===== src/rtl/wpl_pkg.sv =====
// Package: shared state codes, command words and walk kinds for the
// write-protect lock manager. Assumes 16-bit command words.
package wpl_pkg;
    typedef logic [2:0] wp_code_t;
    localparam wp_code_t WP_TIGHT    = 3'b001;
    localparam wp_code_t WP_LOCKED   = 3'b010;
    localparam wp_code_t WP_UNLOCKED = 3'b100;

    localparam logic [15:0] OPC_UNLOCK     = 16'h0023;
    localparam logic [15:0] OPC_UNLOCK_ALL = 16'h0027;
    localparam logic [15:0] OPC_LOCK       = 16'h002A;
    localparam logic [15:0] OPC_TIGHT      = 16'h002C;

    localparam logic [1:0] SEL_FIRST = 2'd0;
    localparam logic [1:0] SEL_LAST  = 2'd1;
    localparam logic [1:0] SEL_CMD   = 2'd2;

    typedef enum logic [1:0] {
        WALK_UNLOCK = 2'd0,
        WALK_LOCK   = 2'd1,
        WALK_TIGHT  = 2'd2
    } walk_kind_t;
endpackage


===== src/rtl/wpl_range_regs.sv =====
// Range registers: first and last block index of a walk.
// Assumes: data is truncated to ADDR_W bits; writing the first index
// also loads the last index with the same value.
module wpl_range_regs
    import wpl_pkg::*;
#(
    parameter int ADDR_W = 6
) (
    input  logic              clk,
    input  logic              rst_n,
    input  logic              reg_we,
    input  logic [1:0]        reg_sel,
    input  logic [15:0]       reg_wdata,
    output logic [ADDR_W-1:0] first_q,
    output logic [ADDR_W-1:0] last_q
);
    logic [ADDR_W-1:0] wr_val;
    assign wr_val = reg_wdata[ADDR_W-1:0];

    // Capture the first index and mirror it into the last index.
    always_ff @(posedge clk) begin
        if (!rst_n) begin
            first_q <= '0;
            last_q  <= '0;
        end else if (reg_we && reg_sel == SEL_FIRST) begin
            first_q <= wr_val;
            last_q  <= wr_val;
        end else if (reg_we && reg_sel == SEL_LAST) begin
            last_q  <= wr_val;
        end
    end

    assert_first_copies_last_R3: assert property (@(posedge clk) disable iff (!rst_n)
        (reg_we && reg_sel == SEL_FIRST) |=> (last_q == first_q));

    assert_last_keeps_first_R3: assert property (@(posedge clk) disable iff (!rst_n)
        (reg_we && reg_sel == SEL_LAST) |=> $stable(first_q));
endmodule


===== src/rtl/wpl_state_array.sv =====
// Per-block state store: one 3-bit one-hot register per erase block,
// one write port and two combinational read ports.
// Assumes: the writer never addresses an index at or beyond NUM_BLOCKS;
// reads of such an index return 3'b000.
module wpl_state_array
    import wpl_pkg::*;
#(
    parameter int NUM_BLOCKS = 48,
    parameter int ADDR_W     = $clog2(NUM_BLOCKS)
) (
    input  logic              clk,
    input  logic              rst_n,
    input  logic              wr_en,
    input  logic [ADDR_W-1:0] wr_idx,
    input  wp_code_t          wr_code,
    input  logic [ADDR_W-1:0] rd_idx_a,
    output wp_code_t          rd_code_a,
    input  logic [ADDR_W-1:0] rd_idx_b,
    output wp_code_t          rd_code_b
);
    localparam logic [ADDR_W:0] BLK_LIMIT = (ADDR_W+1)'(NUM_BLOCKS);

    wp_code_t blk_code [NUM_BLOCKS];

    for (genvar g = 0; g < NUM_BLOCKS; g++) begin : g_blk
        wp_code_t code_q;

        // Hold this block's state; cold reset leaves it locked.
        always_ff @(posedge clk) begin
            if (!rst_n)
                code_q <= WP_LOCKED;
            else if (wr_en && wr_idx == ADDR_W'(g))
                code_q <= wr_code;
        end

        assign blk_code[g] = code_q;

        assert_block_onehot_R1: assert property (@(posedge clk) disable iff (!rst_n)
            $countones(code_q) == 1);

        assert_tight_sticky_R5: assert property (@(posedge clk) disable iff (!rst_n)
            (code_q == WP_TIGHT) |=> (code_q == WP_TIGHT));
    end

    // Select the state for both read indices.
    always_comb begin
        rd_code_a = '0;
        rd_code_b = '0;
        for (int i = 0; i < NUM_BLOCKS; i++) begin
            if (rd_idx_a == ADDR_W'(i)) rd_code_a = blk_code[i];
            if (rd_idx_b == ADDR_W'(i)) rd_code_b = blk_code[i];
        end
    end

    assert_write_in_range_R7: assert property (@(posedge clk) disable iff (!rst_n)
        wr_en |-> ({1'b0, wr_idx} < BLK_LIMIT));
endmodule


===== src/rtl/wpl_sweep_ctrl.sv =====
// Walk controller: decodes command words, steps one block per clock,
// applies the stop / skip / error rules, and keeps the status,
// error and interrupt flags.
// Assumes: cur_code is the array's combinational read of walk_idx.
module wpl_sweep_ctrl
    import wpl_pkg::*;
#(
    parameter int NUM_BLOCKS = 48,
    parameter int ADDR_W     = $clog2(NUM_BLOCKS)
) (
    input  logic              clk,
    input  logic              rst_n,
    input  logic              cmd_we,
    input  logic [15:0]       cmd_val,
    input  logic [ADDR_W-1:0] first_q,
    input  logic [ADDR_W-1:0] last_q,
    input  logic              irq_clr,
    input  wp_code_t          cur_code,
    output logic [ADDR_W-1:0] walk_idx,
    output logic              wr_en,
    output wp_code_t          wr_code,
    output logic              busy,
    output logic              done,
    output logic              cmd_err,
    output logic              irq_flag,
    output logic [15:0]       wp_status
);
    localparam logic [ADDR_W:0]   BLK_LIMIT = (ADDR_W+1)'(NUM_BLOCKS);
    localparam logic [ADDR_W-1:0] LAST_IDX  = ADDR_W'(NUM_BLOCKS-1);

    logic [ADDR_W-1:0] cur_q, end_q;
    walk_kind_t        kind_q;
    logic              busy_q;

    logic       accept, accept_all;
    walk_kind_t accept_kind;

    // Decode a command word; writes made during a walk are dropped.
    always_comb begin
        accept      = 1'b0;
        accept_all  = 1'b0;
        accept_kind = WALK_LOCK;
        if (cmd_we && !busy_q) begin
            case (cmd_val)
                OPC_UNLOCK:     begin accept = 1'b1; accept_kind = WALK_UNLOCK; end
                OPC_UNLOCK_ALL: begin accept = 1'b1; accept_kind = WALK_UNLOCK; accept_all = 1'b1; end
                OPC_LOCK:       begin accept = 1'b1; accept_kind = WALK_LOCK; end
                OPC_TIGHT:      begin accept = 1'b1; accept_kind = WALK_TIGHT; end
                default:        accept = 1'b0;
            endcase
        end
    end

    logic past_end, in_range, hit_tight, skip_blk, finish, err_hit;

    // Classify the current block of the walk.
    always_comb begin
        past_end  = cur_q > end_q;
        in_range  = {1'b0, cur_q} < BLK_LIMIT;
        hit_tight = (kind_q != WALK_TIGHT) && (cur_code == WP_TIGHT);
        skip_blk  = (kind_q == WALK_TIGHT) && (cur_code == WP_UNLOCKED);
        case (kind_q)
            WALK_UNLOCK: wr_code = WP_UNLOCKED;
            WALK_TIGHT:  wr_code = WP_TIGHT;
            default:     wr_code = WP_LOCKED;
        endcase
        wr_en   = busy_q && !past_end && in_range && !hit_tight && !skip_blk;
        err_hit = busy_q && !past_end && !in_range;
        finish  = busy_q && (past_end || !in_range || hit_tight || cur_q == end_q);
    end

    // Walk sequencing: capture range on accept, step, and end.
    always_ff @(posedge clk) begin
        if (!rst_n) begin
            busy_q <= 1'b0;
            cur_q  <= '0;
            end_q  <= '0;
            kind_q <= WALK_LOCK;
            done   <= 1'b0;
        end else begin
            done <= finish;
            if (accept) begin
                busy_q <= 1'b1;
                cur_q  <= accept_all ? '0 : first_q;
                end_q  <= accept_all ? LAST_IDX : last_q;
                kind_q <= accept_kind;
            end else if (finish) begin
                busy_q <= 1'b0;
            end else if (busy_q) begin
                cur_q  <= cur_q + 1'b1;
            end
        end
    end

    // Sticky flags and the last-written status code.
    always_ff @(posedge clk) begin
        if (!rst_n) begin
            cmd_err   <= 1'b0;
            irq_flag  <= 1'b0;
            wp_status <= 16'h0002;
        end else begin
            if (err_hit)      cmd_err <= 1'b1;
            else if (irq_clr) cmd_err <= 1'b0;
            if (finish)       irq_flag <= 1'b1;
            else if (irq_clr) irq_flag <= 1'b0;
            if (wr_en)        wp_status <= {13'd0, wr_code};
        end
    end

    assign walk_idx = cur_q;
    assign busy     = busy_q;

    assert_done_ends_busy_R10: assert property (@(posedge clk) disable iff (!rst_n)
        done |-> (!busy_q && $past(busy_q)));

    assert_range_held_R10: assert property (@(posedge clk) disable iff (!rst_n)
        (busy_q && $past(busy_q)) |-> $stable(end_q));

    assert_err_on_end_R7: assert property (@(posedge clk) disable iff (!rst_n)
        $rose(cmd_err) |-> done);

    assert_irq_on_end_R9: assert property (@(posedge clk) disable iff (!rst_n)
        $rose(irq_flag) |-> done);

    assert_status_from_walk_R8: assert property (@(posedge clk) disable iff (!rst_n)
        !$stable(wp_status) |-> ($past(busy_q) && $onehot(wp_status[2:0])));
endmodule


===== src/rtl/wp_lock_mgr.sv =====
// Top: write-protect lock manager. Connects the range registers, the
// walk controller and the per-block state array.
// Assumes: NUM_BLOCKS >= 2; the register strobe is one cycle wide.
module wp_lock_mgr
    import wpl_pkg::*;
#(
    parameter int NUM_BLOCKS = 48,
    parameter int ADDR_W     = $clog2(NUM_BLOCKS)
) (
    input  logic              clk,
    input  logic              rst_n,
    input  logic              reg_we,
    input  logic [1:0]        reg_sel,
    input  logic [15:0]       reg_wdata,
    input  logic              irq_clr,
    input  logic [ADDR_W-1:0] query_blk,
    output logic [2:0]        query_state,
    output logic [ADDR_W-1:0] range_start,
    output logic [ADDR_W-1:0] range_end,
    output logic [15:0]       wp_status,
    output logic              cmd_err,
    output logic              irq_flag,
    output logic              busy,
    output logic              done
);
    logic [ADDR_W-1:0] walk_idx;
    logic              wr_en;
    wp_code_t          wr_code, cur_code, q_code;

    wpl_range_regs #(.ADDR_W(ADDR_W)) u_range (
        .clk(clk), .rst_n(rst_n), .reg_we(reg_we), .reg_sel(reg_sel),
        .reg_wdata(reg_wdata), .first_q(range_start), .last_q(range_end)
    );

    wpl_sweep_ctrl #(.NUM_BLOCKS(NUM_BLOCKS), .ADDR_W(ADDR_W)) u_ctrl (
        .clk(clk), .rst_n(rst_n),
        .cmd_we(reg_we && reg_sel == SEL_CMD), .cmd_val(reg_wdata),
        .first_q(range_start), .last_q(range_end), .irq_clr(irq_clr),
        .cur_code(cur_code), .walk_idx(walk_idx), .wr_en(wr_en),
        .wr_code(wr_code), .busy(busy), .done(done), .cmd_err(cmd_err),
        .irq_flag(irq_flag), .wp_status(wp_status)
    );

    wpl_state_array #(.NUM_BLOCKS(NUM_BLOCKS), .ADDR_W(ADDR_W)) u_array (
        .clk(clk), .rst_n(rst_n), .wr_en(wr_en), .wr_idx(walk_idx),
        .wr_code(wr_code), .rd_idx_a(walk_idx), .rd_code_a(cur_code),
        .rd_idx_b(query_blk), .rd_code_b(q_code)
    );

    assign query_state = q_code;
endmodule


===== config.mk =====
export PLATFORM = sky130hd
export DESIGN_NAME = wp_lock_mgr
export DESIGN_NICKNAME = d
export VERILOG_FILES = /design/src/rtl/wpl_pkg.sv /design/src/rtl/wpl_range_regs.sv /design/src/rtl/wpl_state_array.sv /design/src/rtl/wpl_sweep_ctrl.sv /design/src/rtl/wp_lock_mgr.sv
export SDC_FILE = /design/constraint.sdc
export NUM_CORES = 1
export LEC_CHECK = 0
export ABC_AREA = 1
export BUFFER_PORTS_ARGS = -buffer_cell sky130_fd_sc_hd__buf_2
export CAP_MARGIN = 20
export CORE_MARGIN = 2
export CORE_UTILIZATION = 35
export DETAILED_ROUTE_END_ITERATION = 8
export GPL_ROUTABILITY_DRIVEN = 0
export SYNTH_ARGS = -nofsm -noshare
export SYNTH_HDL_FRONTEND = slang
export SYNTH_HIERARCHICAL = 1
export SYNTH_SLANG_ARGS = --single-unit

===== constraint.sdc =====
create_clock -name clk -period 5.44 [get_ports clk]
set_clock_uncertainty 0.15 [all_clocks]
set_input_delay 1.088 -clock clk [delete_from_list [all_inputs] [get_ports clk]]
set_output_delay 1.088 -clock clk [all_outputs]
set_load 0.02 [all_outputs]

==> impl_metrics.env <==
export IMPL_p_clk_frac=0.474
export IMPL_core_area_um2=28900
export IMPL_dpl_worst_slack_ns=0.112
export IMPL_vias=11000
export IMPL_synth_area_leaders="dfxtp_1, nor2_1, nand2_1"
export IMPL_synthArstFlopShare=0
export IMPL_die_width_um=175
export IMPL_synth_area_leader_cell="dfxtp_1"
export IMPL_ant_nets=0
export IMPL_power_leakage_nw=5.27
export IMPL_cp_required_ns=4.20
export IMPL_die_height_um=175
export IMPL_synthFlopType="dfxtp_1"
export IMPL_grt_use_total=0.220
export IMPL_syn_mean_instance_area_um2=6.06
export IMPL_endpoint_kind="output pin"
export IMPL_port_buffers=49
export IMPL_timing_final_ws_setup_ns=0.0547
export IMPL_viasPerCell=5.08
export IMPL_seqCellArea_um2=3560
export IMPL_grt_pass1_wl_um=53200
export IMPL_power_density_nw_per_um2=227
export IMPL_reg2reg_depth=46
export IMPL_dpl_hpwl_um=25600
export IMPL_drc=0
export IMPL_die_area_um2=30800
export IMPL_start_util=0.356
export IMPL_slew_viol_final=0
export IMPL_rows=62
export IMPL_ys_seq_area_frac=0.344
export IMPL_grt_pass1_vias=9921
export IMPL_gr_total_overflow=0
export IMPL_clockRootBuffer="clkbuf_16"
export IMPL_power_internal_mw=2.11
export IMPL_peakVddDrop_mv=0.317
export IMPL_synth_cell_types=35
export IMPL_synth_edf_count=0
export IMPL_syn2layout_area_growth_pct=19.3
export IMPL_finalCriticalPeriod_ns=5.39
export IMPL_arrival_ns=4.15
export IMPL_fin_crit_sh=0.990
export IMPL_drt_initial_drc_count=1042
export IMPL_cp_start_kind="input port"
export IMPL_drtPass1Iterations=6
export IMPL_cp_max_fo=8
export IMPL_syn_instance_count=1697
export IMPL_avgRoutedWirePerCell_um=15.9
export IMPL_n_fill_cell=3128
export IMPL_switchingPower_mw=0.673
export IMPL_synth_top_cell_area_share=0.344
export IMPL_whs_path_depth=2
export IMPL_post_synth_top_count_cell="nor2_1"
export IMPL_drt_wl_total_um=34500
export IMPL_synth_seq_cells=177
export IMPL_synth_commonest_cells="nor2_1, nand2_1, inv_1, dfxtp_1, o21ai_0"
export IMPL_ctsHtreeMaxLevel=4
export IMPL_final_util=0.425
export IMPL_combPwrFrac=0.057
export IMPL_status="finished clean"
export IMPL_cts_tree="built"
export IMPL_cts_buffers=17
export IMPL_finalSetupViolations=0
export IMPL_grt_max_degree=68
export IMPL_path_class="in -> out"
export IMPL_insertedDiodeCount=0
export IMPL_ys_warn_count=6
export IMPL_grt_setup_unrepaired="yes"
export IMPL_cts_clk_slew_worst_paths_ns=0.07
export IMPL_final_nets=1805
export IMPL_io_pins=63
export IMPL_fmaxAchievable_ghz=0.186
export IMPL_clockBufferDepth=2
export IMPL_slew_limit_headroom=0.290
export IMPL_hold_violations=0
export IMPL_swShare=0.242
export IMPL_syn_cell_area_um2=10300
export IMPL_tightest_slew_ns=1.06
export IMPL_drive_gt1_frac=0.153
export IMPL_maxCapViolations=0
export IMPL_insertion_delay_ns=0.44
export IMPL_multiInputGateArea_um2=5940
export IMPL_grt_antenna_before_repair=0
export IMPL_seq_power_share=0.469
export IMPL_cts_sink_count=177
export IMPL_hp_class="reg -> reg"
-- power groups by stage --
stage / sequential (mW) / clock (mW) / combinational, mW
after global routing: 1.30 / 1.40 / 0.173
after CTS: 1.30 / 1.34 / 0.144
after global placement: 1.33 / 0 / 0.142
after floorplan: 1.34 / 0 / 0.0990
after detailed placement: 1.33 / 0 / 0.144
final: 1.30 / 1.32 / 0.159
-- critical path, stage by stage --
cell and delay (ns):
buf_6 0.10, nor2_4 0.29, clkinv_4 0.16, nor2_4 0.16
nand2_1 0.06, nand2_1 0.07, nand4_1 0.07, nand2_1 0.07
nand4_1 0.07, nor2_1 0.11, nand4_1 0.12, nor2_1 0.12
nand4_1 0.08, nand2_1 0.07, nand4_1 0.09, nor2_1 0.13
nand4_1 0.12, nor2_1 0.11, nand3_1 0.08, nand2_1 0.06
nand4_1 0.08, nor2_1 0.10, nand4_1 0.09, nor2_1 0.10
nand4_1 0.11, nor2_2 0.15, nand4_1 0.11, buf_2 0.18
-- metal layers --
metal	wire, um	GRT usage	vias up
met3	2600	0.0420	63
li1	-	-	5495
met2	15400	0.351	414
met4	1180	0.0875	0
met5	0	0	-
met1	15400	0.292	5029
-- sequential cells by signal, indices dropped and copies added (netlist names) --
name and count:
u_ctrl/walk_idx 6, u_ctrl/done 1, u_ctrl/irq_flag 1, u_range/first_q 6
u_ctrl/kind_q 2, u_array/g_blk.code_q 144, u_ctrl/busy 1, u_ctrl/cmd_err 1
u_ctrl/wp_status 3, u_ctrl/end_q 6, u_range/last_q 6
-- layout make-up --
| cell class | count | area share |
|---|---|---|
| repair buffers | 100 | 0.0613 |
| clock buffers | 20 | 0.0372 |
| clock inverters | 12 | 0.0140 |
| repair inverters | 1 | 0.000408 |
| well taps | 384 | 0.0391 |
| flip-flops and latches | 177 | 0.290 |
| inverters | 238 | 0.0742 |
| multi-input cells | 1235 | 0.484 |
-- through the flow --
stage	hold slack (ns)	power, mW	instance area [um2]	std cells	TNS [ns]
2_1_floorplan	0.290	1.44	10300	1709	0
3_3_place_gp	0.292	1.48	11100	2118	0
3_5_place_dp	0.291	1.48	11100	2118	0
4_1_cts	0.301	2.79	11700	2150	0
5_1_grt	0.326	2.87	12300	2167	-2.09
6_report	0.301	2.78	12300	2167	0
-- worst paths after layout --
path / slack (ns) / startpoint / endpoint
max: 0.05 / query_blk[5] / query_state[1]
min: 0.30 / u_ctrl/wp_status[0] / u_ctrl/wp_status[0]
max reg2reg: 0.21 / u_ctrl/walk_idx[0] / u_array/g_blk[29].code_q[0]
min reg2reg: 0.30 / u_ctrl/wp_status[0] / u_ctrl/wp_status[0]
-- cells by family after synthesis --
logic type,share of synthesized area
AO/OA/AOI/OAI,0.141
buffers and inverters,0.117
flip-flops,0.344
AND/OR/NAND/NOR,0.385
XOR/XNOR,0.00341
adder cells (fa/ha/maj),0.00851
other,0.000365
-- placed cells by master, fill, tap and decap left out, types with 11 or more instances in the layout --
master	count
a21oi_1	74
o211ai_1	49
nor2_1	365
inv_1	202
o21ai_0	108
nor2_4	35
nand3_1	40
buf_4	44
dfxtp_1	171
inv_2	26
nand2_1	371
o21ai_1	15
clkbuf_16	18
buf_2	41
nand4_1	64
conb_1	13
nor3_1	11
nor2_2	29
nand2_2	14
-- what timing repair did --
action / 4_1_cts / 5_1_grt
hold buffers: 0 / 0
setup endpoints to repair: 0 / 144
buffers inserted: 0 / 15
resized for setup: 0 / 173
endpoints found under the hold margin: 0 / 0
Note: power is estimated with default switching activity, not from simulation.
